File: config.mk
export PLATFORM = sky130hd
export DESIGN_NAME = sar_scan_seq
export DESIGN_NICKNAME = d
export VERILOG_FILES = /design/src/rtl/sar_scan_pkg.sv /design/src/rtl/sar_scan_dp.sv /design/src/rtl/sar_scan_ctrl.sv /design/src/rtl/sar_scan_seq.sv
export SDC_FILE = /design/constraint.sdc
export NUM_CORES = 1
export LEC_CHECK = 0
export BUFFER_PORTS_ARGS = -buffer_cell sky130_fd_sc_hd__clkbuf_2
export CAP_MARGIN = 0
export CORE_UTILIZATION = 56
export CTS_BUF_LIST = sky130_fd_sc_hd__clkbuf_2
export CTS_CLUSTER_DIAMETER = 30
export DETAILED_ROUTE_END_ITERATION = 8
export PLACE_DENSITY_LB_ADDON = 0.3
export SLEW_MARGIN = 10
export SYNTH_ARGS = -nofsm -noshare
export SYNTH_HDL_FRONTEND = slang
export SYNTH_SLANG_ARGS = --single-unit
File: constraint.sdc
create_clock -name clk -period 2 [get_ports clk]
set_input_delay 0.2 -clock clk [delete_from_list [all_inputs] [get_ports clk]]
set_output_delay 0.2 -clock clk [all_outputs]
set_load 0.02 [all_outputs]
File: src/rtl/sar_scan_pkg.sv
package sar_scan_pkg;

  typedef enum logic [2:0] {
    MODE_FIX_ONCE  = 3'd0,
    MODE_FIX_LOOP  = 3'd1,
    MODE_SCAN_ONCE = 3'd2,
    MODE_SCAN_LOOP = 3'd3,
    MODE_DUAL      = 3'd4,
    MODE_STEP      = 3'd5
  } scanMode_e;

  typedef enum logic [1:0] {
    ST_IDLE,
    ST_SAMP,
    ST_CONV
  } seqState_e;

  // strobes from the sequencer to the search datapath
  typedef struct packed {
    logic sample;
    logic step;
    logic commit;
  } dpCtl_t;

endpackage

File: src/rtl/sar_scan_dp.sv
module sar_scan_dp
  import sar_scan_pkg::*;
#(
  parameter int RES_BITS = 8,
  parameter int NUM_CH   = 4
) (
  input  logic                              clk,
  input  logic                              rstN,
  input  dpCtl_t                            ctl,
  input  logic [$clog2(NUM_CH)-1:0]         chSel,
  input  logic                              cmpIn,
  output logic [RES_BITS-1:0]               dacCode,
  output logic                              lastBit,
  output logic [NUM_CH*RES_BITS-1:0]        resultBus
);

  localparam int IDX_W = $clog2(RES_BITS);
  localparam logic [IDX_W-1:0] TOP_IDX = IDX_W'(RES_BITS - 1);

  logic [RES_BITS-1:0] acc;
  logic [RES_BITS-1:0] nxtAcc;
  logic [IDX_W-1:0]    bitIdx;

  assign dacCode = acc | (RES_BITS'(1) << bitIdx);
  assign nxtAcc  = cmpIn ? dacCode : acc;
  assign lastBit = (bitIdx == '0);

  always_ff @(posedge clk) begin
    if (!rstN || ctl.sample) begin
      acc    <= '0;
      bitIdx <= TOP_IDX;
    end else if (ctl.step) begin
      acc    <= nxtAcc;
      bitIdx <= lastBit ? TOP_IDX : bitIdx - 1'b1;
    end
  end

  for (genvar c = 0; c < NUM_CH; c++) begin : g_slot
    always_ff @(posedge clk) begin
      if (!rstN)
        resultBus[c*RES_BITS +: RES_BITS] <= '0;
      else if (ctl.commit && chSel == ($clog2(NUM_CH))'(c))
        resultBus[c*RES_BITS +: RES_BITS] <= nxtAcc;
    end
  end

endmodule

File: src/rtl/sar_scan_ctrl.sv
module sar_scan_ctrl
  import sar_scan_pkg::*;
#(
  parameter int NUM_CH = 4
) (
  input  logic                        clk,
  input  logic                        rstN,
  input  logic [2:0]                  modeSel,
  input  logic [NUM_CH-1:0]           chanEn,
  input  logic [$clog2(NUM_CH)-1:0]   fixChan,
  input  logic [$clog2(NUM_CH)-1:0]   altChan,
  input  logic                        swStart,
  input  logic                        trigEn,
  input  logic                        timerTrig,
  input  logic                        doneClr,
  input  logic                        lastBit,
  output dpCtl_t                      ctl,
  output logic [$clog2(NUM_CH)-1:0]   chSel,
  output logic                        busy,
  output logic                        doneFlag,
  output logic                        irq
);

  localparam int CH_W = $clog2(NUM_CH);

  seqState_e       state, stateN;
  scanMode_e       runMode, modeN;
  logic [CH_W-1:0] curCh, chN, partner, partN, stepPtr, ptrN;
  logic            doneEv, req;
  logic [CH_W:0]   firstHit, nextHit, stepHit;

  // lowest enabled channel strictly above 'from'; top bit flags a hit
  function automatic logic [CH_W:0] seekAbove(input logic [NUM_CH-1:0] mask, input int from);
    logic [CH_W:0] hit;
    hit = '0;
    for (int i = NUM_CH - 1; i >= 0; i--)
      if (mask[i] && i > from) hit = {1'b1, CH_W'(i)};
    return hit;
  endfunction

  assign req      = swStart | (trigEn & timerTrig);
  assign firstHit = seekAbove(chanEn, -1);
  assign nextHit  = seekAbove(chanEn, int'(curCh));
  assign stepHit  = seekAbove(chanEn, int'(stepPtr));

  always_comb begin
    stateN = state;
    modeN  = runMode;
    chN    = curCh;
    partN  = partner;
    ptrN   = stepPtr;
    doneEv = 1'b0;
    unique case (state)
      ST_IDLE: if (req) begin
        case (modeSel)
          MODE_FIX_ONCE, MODE_FIX_LOOP: if (chanEn[fixChan]) begin
            stateN = ST_SAMP; chN = fixChan; modeN = scanMode_e'(modeSel);
          end
          MODE_SCAN_ONCE, MODE_SCAN_LOOP: if (firstHit[CH_W]) begin
            stateN = ST_SAMP; chN = firstHit[CH_W-1:0]; modeN = scanMode_e'(modeSel);
          end
          MODE_DUAL: if (chanEn[fixChan] && chanEn[altChan]) begin
            stateN = ST_SAMP; chN = fixChan; partN = altChan; modeN = MODE_DUAL;
          end
          MODE_STEP: if (firstHit[CH_W]) begin
            stateN = ST_SAMP; modeN = MODE_STEP;
            chN    = stepHit[CH_W] ? stepHit[CH_W-1:0] : firstHit[CH_W-1:0];
            ptrN   = chN;
          end
          default: ;
        endcase
      end
      ST_SAMP: stateN = ST_CONV;
      ST_CONV: if (lastBit) begin
        stateN = ST_IDLE;
        case (runMode)
          MODE_FIX_LOOP: begin
            doneEv = 1'b1;
            if (chanEn[curCh]) stateN = ST_SAMP;
          end
          MODE_DUAL: begin
            doneEv = 1'b1;
            if (chanEn[curCh] && chanEn[partner]) begin
              stateN = ST_SAMP; chN = partner; partN = curCh;
            end
          end
          MODE_SCAN_ONCE, MODE_SCAN_LOOP: begin
            if (nextHit[CH_W]) begin
              stateN = ST_SAMP; chN = nextHit[CH_W-1:0];
            end else begin
              doneEv = 1'b1;
              if (runMode == MODE_SCAN_LOOP && firstHit[CH_W]) begin
                stateN = ST_SAMP; chN = firstHit[CH_W-1:0];
              end
            end
          end
          default: doneEv = 1'b1;
        endcase
      end
      default: stateN = ST_IDLE;
    endcase
  end

  always_ff @(posedge clk) begin
    if (!rstN) begin
      state    <= ST_IDLE;
      runMode  <= MODE_FIX_ONCE;
      curCh    <= '0;
      partner  <= '0;
      stepPtr  <= CH_W'(NUM_CH - 1);
      doneFlag <= 1'b0;
      irq      <= 1'b0;
    end else begin
      state    <= stateN;
      runMode  <= modeN;
      curCh    <= chN;
      partner  <= partN;
      stepPtr  <= ptrN;
      irq      <= doneEv;
      if (doneEv)       doneFlag <= 1'b1;
      else if (doneClr) doneFlag <= 1'b0;
    end
  end

  assign ctl.sample = (state == ST_SAMP);
  assign ctl.step   = (state == ST_CONV);
  assign ctl.commit = (state == ST_CONV) && lastBit;
  assign chSel      = curCh;
  assign busy       = (state != ST_IDLE);

endmodule

File: src/rtl/sar_scan_seq.sv
module sar_scan_seq
  import sar_scan_pkg::*;
#(
  parameter int RES_BITS = 8,
  parameter int NUM_CH   = 4
) (
  input  logic                        clk,
  input  logic                        rstN,
  input  logic [2:0]                  modeSel,
  input  logic [NUM_CH-1:0]           chanEn,
  input  logic [$clog2(NUM_CH)-1:0]   fixChan,
  input  logic [$clog2(NUM_CH)-1:0]   altChan,
  input  logic                        swStart,
  input  logic                        trigEn,
  input  logic                        timerTrig,
  input  logic                        doneClr,
  input  logic                        cmpIn,
  output logic [$clog2(NUM_CH)-1:0]   muxSel,
  output logic                        shStrobe,
  output logic [RES_BITS-1:0]         dacCode,
  output logic                        busy,
  output logic                        doneFlag,
  output logic                        irq,
  output logic [NUM_CH*RES_BITS-1:0]  resultBus
);

  dpCtl_t                      ctl;
  logic [$clog2(NUM_CH)-1:0]   chSel;
  logic                        lastBit;

  sar_scan_ctrl #(.NUM_CH(NUM_CH)) u_ctrl (
    .clk(clk), .rstN(rstN), .modeSel(modeSel), .chanEn(chanEn),
    .fixChan(fixChan), .altChan(altChan), .swStart(swStart),
    .trigEn(trigEn), .timerTrig(timerTrig), .doneClr(doneClr),
    .lastBit(lastBit), .ctl(ctl), .chSel(chSel), .busy(busy),
    .doneFlag(doneFlag), .irq(irq)
  );

  sar_scan_dp #(.RES_BITS(RES_BITS), .NUM_CH(NUM_CH)) u_dp (
    .clk(clk), .rstN(rstN), .ctl(ctl), .chSel(chSel), .cmpIn(cmpIn),
    .dacCode(dacCode), .lastBit(lastBit), .resultBus(resultBus)
  );

  assign muxSel   = chSel;
  assign shStrobe = ctl.sample;

endmodule

==> impl_metrics.tcl <==
set metrics [dict create \
    status "finished clean" \
    dpl_worst_slack_ns 0.0900 \
    ys_top_cells_by_area "dfxtp_1, a211oi_1, nor2_1, mux4_2, nand2_1" \
    place_congestion 0.903 \
    ios 64 \
    fin_nets 404 \
    hold_ws_ns 0.0145 \
    overflow 0 \
    grt_pass1_vias 2191 \
    clkSinkCount 56 \
    ant_nets 0 \
    clk_latency_ns 0.44 \
    clk_pin_slew_ns 0.26 \
    utilization_pct 67.8 \
    setup_viol 0 \
    cpMaxStageDelayCell "dfxtp_2" \
    root_buffer "clkbuf_2" \
    drcViolationCount 0 \
    period_share_pct 91.1 \
    fp.dieH_um 72.5 \
    setup.worst_path.class "reg2reg" \
    grt_max_degree 41 \
    synth_enable_flop_cells 0 \
    min_path_type "in2reg" \
    leakagePower_nw 1.35 \
    synth_seq_area_share_pct 40.3 \
    drv_slew 0 \
    row_count 25 \
    synth_area_per_cell_um2 8.77 \
    async_flop_share_pct 0 \
    postRouteWirelength_um 6560 \
    dp_cells 441 \
    start_util_pct 58.5 \
    area_growth_pct 15.9 \
    relSlewSlack_pct 56.5 \
    hold_viol_final 0 \
    powerDensity_nw_per_um2 601 \
    postSynthCellCount 317 \
    cp.required_ns 2.38 \
    cp_cell_sequence "inv_1 > ha_2 > nor2b_2 > nand2_2 > o32ai_2 > nor2_1 > a311oi_1" \
    max_freq_mhz 549 \
    dr.pass1.iters 4 \
    worst_slack_ns 0.178 \
    grt_pass1_wl_um 10600 \
    antenna_found_initial 0 \
    final_cells 449 \
    cp_data_arrival_time_ns 2.20 \
    h-tree-depth 2 \
    ys_warn_count 0 \
    critPathLaunchType "register" \
    cts_tree "yes" \
    post_drt_wl_per_cell_um 14.6 \
    period_minus_slack_ns 1.82 \
    clockBufferDepth 2 \
    max_stage_delay_ns 0.40 \
    syn_nets 340 \
    place_hpwl_um 4840 \
    cp_max_fo 5 \
    drv_cap 0 \
    rsz0062_at_grt "false" \
    yosys.area.top_type_share_pct 40.3 \
    netlist_area_um2 2780 \
    critPathTopFamily "compound AO/OA/AOI/OAI gates" \
    cp-end-kind "register" \
    fill_cells 412 \
    drt_iter0_markers 237 \
    die-area_um2 5250 \
    synth_top_cell_by_area "dfxtp_1" \
    numPortBuffers 63 \
    ys_types 52 \
    die_x_um 72.5 \
    coreArea_um2 4750 \
    critPathBufInv 1 \
    vias 2523 \
    ir_drop_mv 0.351 \
    grt_usage_pct 25.8 \
    postCtsSetupRepairBufs 0 \
    n_antenna_cell 0 \
    yosys_most_used_dff "dfxtp_1" \
    drive_gt1_share_pct 28.3 \
    finalSetupTns_ns 0 \
    numCtsBuffers 5 \
    skew_ns 0.0206 \
    ys_seq_elements 56 \
    via_per_inst 5.62 \
    worst_slew_pin_slew_ns 0.649 \
]
routing by layer:
metal	up-vias	global-route usage (%)	part of all wire [%]	wire [µm]
met1	1176	37.4	48	3150
met4	0	6.32	0.78	51
met5	-	0	0	0
met3	6	5.14	4.4	291
li1	1267	-	-	-
met2	74	39.6	47	3070
area by class of cell:
type                            instances  area [µm²]  area share, %
Clock inverter                          2        16.3          0.505
Timing Repair Buffer                   75         405           12.6
Clock buffer                            6        30.0          0.932
Sequential cell                        56        1120           34.9
Inverter                               14        52.6           1.63
Tap cell                               67        83.8           2.60
Multi-Input combinational cell        229        1510           46.9
registers in the layout, indices dropped and copies added (netlist names):
signal	count
u_ctrl.partner	2
u_dp.resultBus	32
u_dp.acc	8
u_ctrl.doneFlag	1
u_ctrl.state	2
u_ctrl.runMode	3
u_dp.bitIdx	3
u_ctrl.irq	1
u_ctrl.chSel	2
u_ctrl.stepPtr	2
per-stage QoR:
step           area (µm²)  total power, mW
5_1_grt              3220             2.03
6_report             3220             1.94
3_3_place_gp         3160             1.50
3_5_place_dp         3160             1.51
2_1_floorplan        2780             1.42
4_1_cts              3210             1.94
worst min-delay path, stage by stage:
cell and delay [ns]:
clkbuf_2 0.08, inv_1 0.04, a31o_2 0.13
path summary, 6_finish.rpt:
kind	end	slack, ns	depth (start not counted)	start
min	u_ctrl.doneFlag	0.01	3	doneClr
max	u_ctrl.partner[0]	0.18	7	u_dp.bitIdx[0]
min reg2reg	u_dp.resultBus[19]	0.51	2	u_dp.resultBus[19]
max reg2reg	u_ctrl.partner[0]	0.18	7	u_dp.bitIdx[0]
synth_stat cells (2+ instances only):
cell type	n
nor3_1	11
buf_4	6
nor2_2	3
buf_2	3
nand2_1	22
clkbuf_1	7
inv_1	14
a21o_1	8
nor2_1	52
o31ai_1	2
buf_6	2
a21oi_1	7
ha_1	5
o21ai_0	8
a31oi_1	8
dfxtp_1	56
or2_2	2
o22ai_1	2
nor2b_1	9
nand3_1	4
a311oi_1	4
a211oi_1	33
mux4_2	4
a211o_1	2
nand2b_1	9
mux2i_1	8
cells by family after synthesis:
family	count (synthesis)	synth area share (%)
simple gates	121	20.7
flops	56	40.3
mux	12	6.12
buf+inv	32	5.80
fa+ha+maj	5	2.25
compound gates	91	24.8
timing repair:
action	CTS	global route
endpoints found under the setup margin	0	29
gates resized for setup	0	6
hold buffers	0	0
cell usage in the layout (no fill, tap or decap), types with 4 or more instances in the layout:
cell      instances
clkbuf_2         69
mux4_2            4
dfxtp_1          54
a21oi_1           7
nor2b_1           8
buf_4            12
mux2i_1           8
ha_1              4
nand2_1          22
a31oi_1           8
nand2b_1          9
o21ai_0           8
nor3_1           11
a211oi_1         33
inv_1            14
nor2_2            4
a311oi_1          4
nor2_1           51
a21o_1            8
nand3_1           4
report_power, final:
part	leakage, nW	switching, mW	total, mW	internal [mW]
registers	0.451	0.0321	1.17	1.14
logic	0.873	0.197	0.329	0.132
clock network	0.0292	0.343	0.437	0.0935
No activity file was read; power rests on OpenSTA's default activity.
